==> config.mk <==
export PLATFORM = sky130hd
export DESIGN_NAME = be_ls_aligner
export DESIGN_NICKNAME = d
export VERILOG_FILES = /design/src/rtl/be_ls_aligner.sv
export SDC_FILE = /design/constraint.sdc
export NUM_CORES = 1
export LEC_CHECK = 0
export BUFFER_PORTS_ARGS = -buffer_cell sky130_fd_sc_hd__buf_2
export CAP_MARGIN = 10
export CORE_AREA = 3 3 78 80
export DETAILED_ROUTE_END_ITERATION = 7
export DIE_AREA = 0 0 81 83
export MAX_ROUTING_LAYER = met4
export PLACE_DENSITY = 0.83
export SLEW_MARGIN = 0
export SYNTH_ARGS = -nofsm -noshare
export SYNTH_HDL_FRONTEND = slang
export SYNTH_SLANG_ARGS = --single-unit
==> constraint.sdc <==
create_clock -name clk -period 2.2 [get_ports clk]
set_input_delay 0.33 -clock clk [delete_from_list [all_inputs] [get_ports clk]]
set_output_delay 0.33 -clock clk [all_outputs]
set_load 0.005 [all_outputs]
==> src/rtl/be_ls_aligner.sv <==
module be_ls_aligner #(
  parameter int ADDR_W = 32
) (
  input  logic              clk,
  input  logic              rst_n,
  input  logic              req_valid,
  input  logic              req_write,
  input  logic [1:0]        req_size,
  input  logic              req_signed,
  input  logic [ADDR_W-1:0] req_addr,
  input  logic [31:0]       req_wdata,
  output logic [ADDR_W-1:0] mem_addr,
  output logic              mem_re,
  output logic [3:0]        mem_we,
  output logic [31:0]       mem_wdata,
  input  logic [31:0]       mem_rdata,
  output logic              ld_valid,
  output logic [31:0]       ld_data,
  output logic              misalign
);
  localparam logic [1:0] SZ_B = 2'b00;
  localparam logic [1:0] SZ_H = 2'b01;
  localparam logic [1:0] SZ_W = 2'b10;

  logic [1:0]  off;
  logic        bad;
  logic        go;
  logic [3:0]  we_lanes;
  logic [31:0] wd_lanes;

  assign off = req_addr[1:0];

  always_comb begin
    unique case (req_size)
      SZ_B:    bad = 1'b0;
      SZ_H:    bad = off[0];
      SZ_W:    bad = |off;
      default: bad = 1'b1;
    endcase
  end

  assign misalign = req_valid & bad;
  assign go       = req_valid & ~bad;
  assign mem_addr = {req_addr[ADDR_W-1:2], 2'b00};
  assign mem_re   = go & ~req_write;

  always_comb begin
    we_lanes = 4'h0;
    wd_lanes = req_wdata;
    unique case (req_size)
      SZ_B: begin
        wd_lanes = {4{req_wdata[7:0]}};
        we_lanes = 4'b1000 >> off;
      end
      SZ_H: begin
        wd_lanes = {2{req_wdata[15:0]}};
        we_lanes = off[1] ? 4'b0011 : 4'b1100;
      end
      SZ_W:    we_lanes = 4'hF;
      default: we_lanes = 4'h0;
    endcase
  end

  assign mem_we    = (go & req_write) ? we_lanes : 4'h0;
  assign mem_wdata = wd_lanes;

  logic       q_valid;
  logic [1:0] q_off;
  logic [1:0] q_size;
  logic       q_signed;

  always_ff @(posedge clk or negedge rst_n) begin
    if (!rst_n) begin
      q_valid  <= 1'b0;
      q_off    <= 2'b00;
      q_size   <= SZ_W;
      q_signed <= 1'b0;
    end else begin
      q_valid <= mem_re;
      if (mem_re) begin
        q_off    <= off;
        q_size   <= req_size;
        q_signed <= req_signed;
      end
    end
  end

  logic [31:0] shifted;
  logic [7:0]  sel_b;
  logic [15:0] sel_h;

  assign shifted = mem_rdata << {q_off, 3'b000};
  assign sel_b   = shifted[31:24];
  assign sel_h   = shifted[31:16];

  always_comb begin
    unique case (q_size)
      SZ_B:    ld_data = {{24{q_signed & sel_b[7]}}, sel_b};
      SZ_H:    ld_data = {{16{q_signed & sel_h[15]}}, sel_h};
      default: ld_data = mem_rdata;
    endcase
  end

  assign ld_valid = q_valid;
endmodule

==> results of run 1 <==
## timing repair
item	CTS	global route
setup buffers	0	9
endpoints found under the hold margin	5	0
hold buffers	1	0
gates resized for setup	2	2
endpoints found under the setup margin	23	21
## cells in the mapped netlist, drive strengths merged
cell type  count
buf           46
a21oi         23
mux2          23
inv           19
nand2         17
mux2i         16
nor2          14
o21ai         13
clkbuf         9
a221o          8
mux4           8
nor2b          8
dfrtp          5
nor3           3
a221oi         2
o31ai          2
a2111oi        1
a22oi          1
a31o           1
a31oi          1
and2           1
conb           1
dfstp          1
nor3b          1
or3b           1
xor2           1
## worst max-delay path, cell delays in order (launching register included)
cell and delay [ns]:
dfrtp_2 0.47, mux2_2 0.40, a221oi_4 0.27, buf_6 0.20
a21oi_1 0.07, buf_2 0.14
## cells by family (layout without fill, tap and decap cells)
kind of cell	count (synthesis)	count (layout)	share of synthesized area, %
compound gates	52	52	20.2
simple gates	45	45	11.6
other cells	1	2	0.210
buf+inv	74	183	25.6
flops	6	6	8.47
mux	47	47	33.5
xor+xnor	1	1	0.490
## area by class of cell
cell class / count / area, µm² / share of cell area [%]
multi-input combinational: 147 / 1190 / 49.3
timing repair buffer: 160 / 862 / 35.8
sequential: 6 / 154 / 6.38
tap: 72 / 90.1 / 3.74
inverter: 19 / 71.3 / 2.96
clock buffer: 4 / 45.0 / 1.87
## final timing paths
kind,from,endpoint,slack (ns),depth (start not counted)
min in group asynchronous,rst_n,q_size[0],0.46,2
max in group asynchronous,rst_n,q_size[1],1.52,2
min,req_signed,q_signed,0.35,2
max,q_off[1],ld_data[19],0.07,5
min reg2reg,q_off[0],q_off[0],0.62,1
max reg2reg,q_size[1],q_size[1],0.98,2
## sequential cells by signal, summed over array words and instances (netlist names)
signal    flops
q_signed      1
ld_valid      1
q_size        2
q_off         2
## metrics by stage
| stage | hold WS [ns] | utilization (%) | std cells | setup WS, ns |
|---|---|---|---|---|
| after floorplan | 0.0344 | - | 227 | 0.486 |
| after global placement | 0.158 | 41.6 | 394 | 0.216 |
| after detailed placement | 0.160 | 41.6 | 394 | 0.183 |
| after CTS | 0.346 | 42.6 | 399 | 0.0357 |
| after global routing | 0.357 | 44.1 | 408 | 0.000675 |
| final | 0.349 | 44.1 | 408 | 0.0740 |
## power groups by stage
stage | Sequential [µW] | Clock [µW] | Combinational, µW
after global placement | 187 | 0 | 991
after detailed placement | 189 | 0 | 1010
final | 191 | 170 | 1070
after global routing | 197 | 186 | 1170
after CTS | 190 | 178 | 1010
after floorplan | 160 | 0 | 670
## layer usage
metal  GRT usage, %  part of all wire [%]  vias to the layer above
met4           4.61                   1.5                        0
met3           3.15                    11                       14
met2           29.8                    50                      138
li1               -                     -                      979
met5              -                     0                        -
met1           18.4                    37                      944
==> metrics, run 1 <==
status finished clean; vias in the first global route 1965; Avg WL per Cell 14.7 µm; Cell Area, Synth 1790 µm²; num ports 206; Critical Path RT 1.87 ns; Post-Layout Inst Area 2410 µm²; port bufs 143; clk root buf clkbuf_8; die area 6720 µm²; NetSw 599 µW; Die Ht 83 µm; HPWL after DPL 4930 µm; worst-path maximum fanout 16; unrepaired setup endpoints after global routing no; most frequent cells in the layout 143 x buf_2, 23 x mux2_2, 23 x a21oi_1; PD cells 593 nW/µm²; Final setup viols 0; top cell type's share of synthesized area 17.2%; Core Area 5470 µm²; crit path DAT 1.80 ns; leakage 0.00129 µW; Max Cap Viol 0; GPL Wtd Cong 0.792; Post-DP Area 2280 µm²; layout cells sized above 1 60.4%; Mapped Cells 226; # H-tree levels 1; Nets 440; worst-case clock skew 0 ns; Yosys cell types 31; final number of hold-violating endpoints 0; Seq/Total Area, Yosys 8.47%; CTS tree built; cell accounting for the most synthesized area buf_4; initial antenna violation count 0; deepest clock path buffer count 2; max-slew violation count 0; Antenna Nets Post-Route 0; drt initial violations 78; CTS buffer count 3; worst skew pair latency 0.22 ns; clk sink count 6; Setup crit end kind output port; num rows 27; kind of critical path register to output port; drt pass-1 iters 4; Hold Path Class input port to register; WL final 6010 µm; global route overflow 0; clock share of power 11.9%; initial core utilization 32.6%; Avg Cell Area, Syn 7.91 µm²; Fmax 470 MHz; number of vias per cell 5.09; overall routing resource usage 16.6%; Setup TNS 0 ns; # DRC 0; ranking of synthesized cells by area buf_4 17%, mux2_2 14%, mux4_2 10%, mux2i_1 9.0%, dfrtp_1 7.0%; CTS clk-pin slew, worst paths 0.04 ns; Area Overhead vs Synth 34.9%; diodes inserted 0; combinational power share 74.8%; Synth Warn # 0; Critical Path Source Type register; commonest non-fill, non-tap cell in the layout buf_2; first-pass GRT wire length 8900 µm; Vias 2075; peak supply drop 211 µV; largest net degree at the start of global routing 22; sequential power share 13.3%; final worst path period share 96.6%; number of fill cells in the layout 547; total power draw 1430 µW; Sw Ratio 42.0%; min Tclk post-route 2.13 ns; internal power 829 µW; post-synthesis sequential element count 6; Die Wd 81 µm
(Power assumes the default switching activity.)
==> inputs of run 2 (changes only) <==
clock period = 1.96 ns   (was 2.2 ns; I/O delays follow)
==> run 2 against run 1 <==
Against the previous run:
- the flow now finishes with violations (negative setup slack)
- design area up 7.3%
- die area unchanged
- global-route usage up 1.4 points
- total power increased by 26%
- worst hold slack got worse by 0.045 ns
- setup slack got worse by 0.13 ns
- first-iteration DRC count is 44% lower
- non-clock buffer count rose by 5
- critical path type unchanged
==> metrics, run 2 (same netlist as run 1, synthesis figures left out) <==
slowest stage delay, CP 0.57 ns (was 0.47 ns); Nets 445 (was 440); Max Cap Viol 0 (unchanged); CTS tree built (unchanged); worst-path maximum fanout 5 (was 16); CTS clk-pin slew, worst paths 0.04 ns (about the same); Reg2Reg Depth 2 (unchanged); CTS buffer count 3 (unchanged); final worst path period share 103%; CP Cell Sequence mux4_2 > a31oi_4 > a21oi_1 > buf_2 (was mux2_2 > a221oi_4 > buf_6 > a21oi_1 > buf_2); CP Buf/Inv Count 1 (was 2); unrepaired setup endpoints after global routing yes (was no); total power draw 1790 µW (was 1430 µW); die area 6720 µm² (unchanged); Final setup viols 29 (was 0); failing checks negative setup slack; WHS Endpoint q_signed (unchanged); peak supply drop 254 µV (was 211 µV); delay-heaviest family, CP multiplexers (was flip-flops); commonest non-fill, non-tap cell in the layout buf_2 (unchanged); vias in the first global route 2097 (was 1965); most frequent cells in the layout 143 x buf_2, 22 x mux2_2, 19 x inv_1 (was 143 x buf_2, 23 x mux2_2, 23 x a21oi_1); # H-tree levels 1 (unchanged); Die Ht 83 µm (unchanged); min-delay src req_signed (unchanged); deepest clock path buffer count 2 (unchanged); WL final 6490 µm (was 6010 µm); FF-to-FF End q_size[1] (unchanged); Fmax 495 MHz; leakage 0.00135 µW (was 0.00129 µW); Core Area 5470 µm² (unchanged); GPL Wtd Cong 0.802 (was 0.792); status finished, violations left (was finished clean); overall routing resource usage 18.0% (was 16.6%); Post-Layout Inst Area 2590 µm² (was 2410 µm²); area occupied by multi-input gates 1290 µm² (was 1190 µm²); PD cells 694 nW/µm² (was 593 nW/µm²); Critical R2R Launch q_size[1] (unchanged); drt initial violations 44 (was 78); Critical Path RT 1.67 ns (was 1.87 ns); layout cells sized above 1 66.9% (was 60.4%); final number of hold-violating endpoints 0 (unchanged); HPWL after DPL 5040 µm (was 4930 µm); final core utilization 47.3% (was 44.1%); global route overflow 0 (unchanged); number of fill cells in the layout 548 (was 547); CP max-delay cell mux4_2 (was dfrtp_2); Area Overhead vs Synth 44.8% (was 34.9%); worst-case clock skew 0 ns (unchanged); clk root buf clkbuf_8 (unchanged); Top Registers q_off (2), q_size (2) (unchanged); final worst slack -0.0599 ns (was 0.0740 ns); Hold Path Class input port to register (unchanged); Vias 2112 (was 2075); worst skew pair latency 0.22 ns (about the same); Setup crit end kind output port (unchanged); first-pass GRT wire length 9480 µm (was 8900 µm); min Tclk post-route 2.02 ns; crit path DAT 1.73 ns (was 1.80 ns); Critical Path Source Type register (unchanged); drt pass-1 iters 4 (unchanged); num ports 206 (unchanged); largest net degree at the start of global routing 21 (was 22); max-slew violation count 0 (unchanged); kind of critical path register to output port (unchanged); clk sink count 6 (unchanged); WHS 0.305 ns (was 0.349 ns); diodes inserted 0 (unchanged); Setup TNS -0.802 ns (was 0 ns); hold path depth 2 (unchanged); Die Wd 81 µm (unchanged); Post-DP Area 2310 µm² (was 2280 µm²); Seq. cell area 154 µm² (unchanged); port bufs 143 (unchanged); initial core utilization 32.6% (unchanged); Avg WL per Cell 15.7 µm (was 14.7 µm); setup slack, reg-to-reg 0.97 ns (was 0.98 ns); number of vias per cell 5.11 (was 5.09); initial antenna violation count 0 (unchanged); # DRC 0 (unchanged); Antenna Nets Post-Route 0 (unchanged); num rows 27 (unchanged)
[run 2: cell types whose count changed in the layout (fill, tap and decap cells not counted), sizes merged]
cell / delta
buf: +5
[run 2: per-layer routing]
metal	vias up	track usage [%]	part of all wire, %
li1	984	-	-
met1	981	17.9	36
met2	128	33.6	53
met3	19	3.58	9.4
met4	0	6.30	1.4
met5	-	-	0
[run 2: worst max-delay path by stage]
stage | from | endpoint | slack, ns | cells after the start
finish | q_off[0] | ld_data[13] | -0.06 | 4
global route | q_off[0] | ld_data[13] | -0.13 | 4
global placement | q_off[0] | ld_data[3] | 0.11 | 4
detailed placement | q_off[1] | ld_data[9] | 0.07 | 4
CTS | q_off[1] | ld_data[29] | -0.08 | 6
floorplan | q_off[0] | ld_data[7] | 0.28 | 3
[run 2: worst register-to-register path: cells and delay by family, from the launching register on]
kind | cells | cell delay, ns
muxes | 1 | 0.18
DFF | 1 | 0.54
buffers and inverters | 1 | 0.21
[run 2: report_power, final]
group | total (µW) | leakage, µW | internal (µW) | switching [µW]
combinational | 1410 | 0.00126 | 743 | 662
sequential | 195 | 0.0000694 | 154 | 41.6
clock | 194 | 0.0000228 | 140 | 54.2
[run 2: repair_timing]
action                                  CTS  global route
gates resized for setup                  16            19
buffers inserted                          8             3
gates cloned                              2             0
endpoints found under the hold margin     5             0
endpoints found under the setup margin   31            31
pin swaps                                10             6
hold buffers                              1             0
[run 2: through the flow]
stage / setup WS [ns] / instances
2_1_floorplan: 0.282 / 227
3_3_place_gp: 0.115 / 397
3_5_place_dp: 0.0667 / 397
4_1_cts: -0.0797 / 412
5_1_grt: -0.127 / 413
6_report: -0.0599 / 413
[run 2: cell type report]
type                    instances  share of cell area [%]
multi-input cells             147                    49.8
repair buffers                165                    36.3
flip-flops and latches          6                    5.95
well taps                      72                    3.48
inverters                      19                    2.76
clock buffers                   4                    1.74
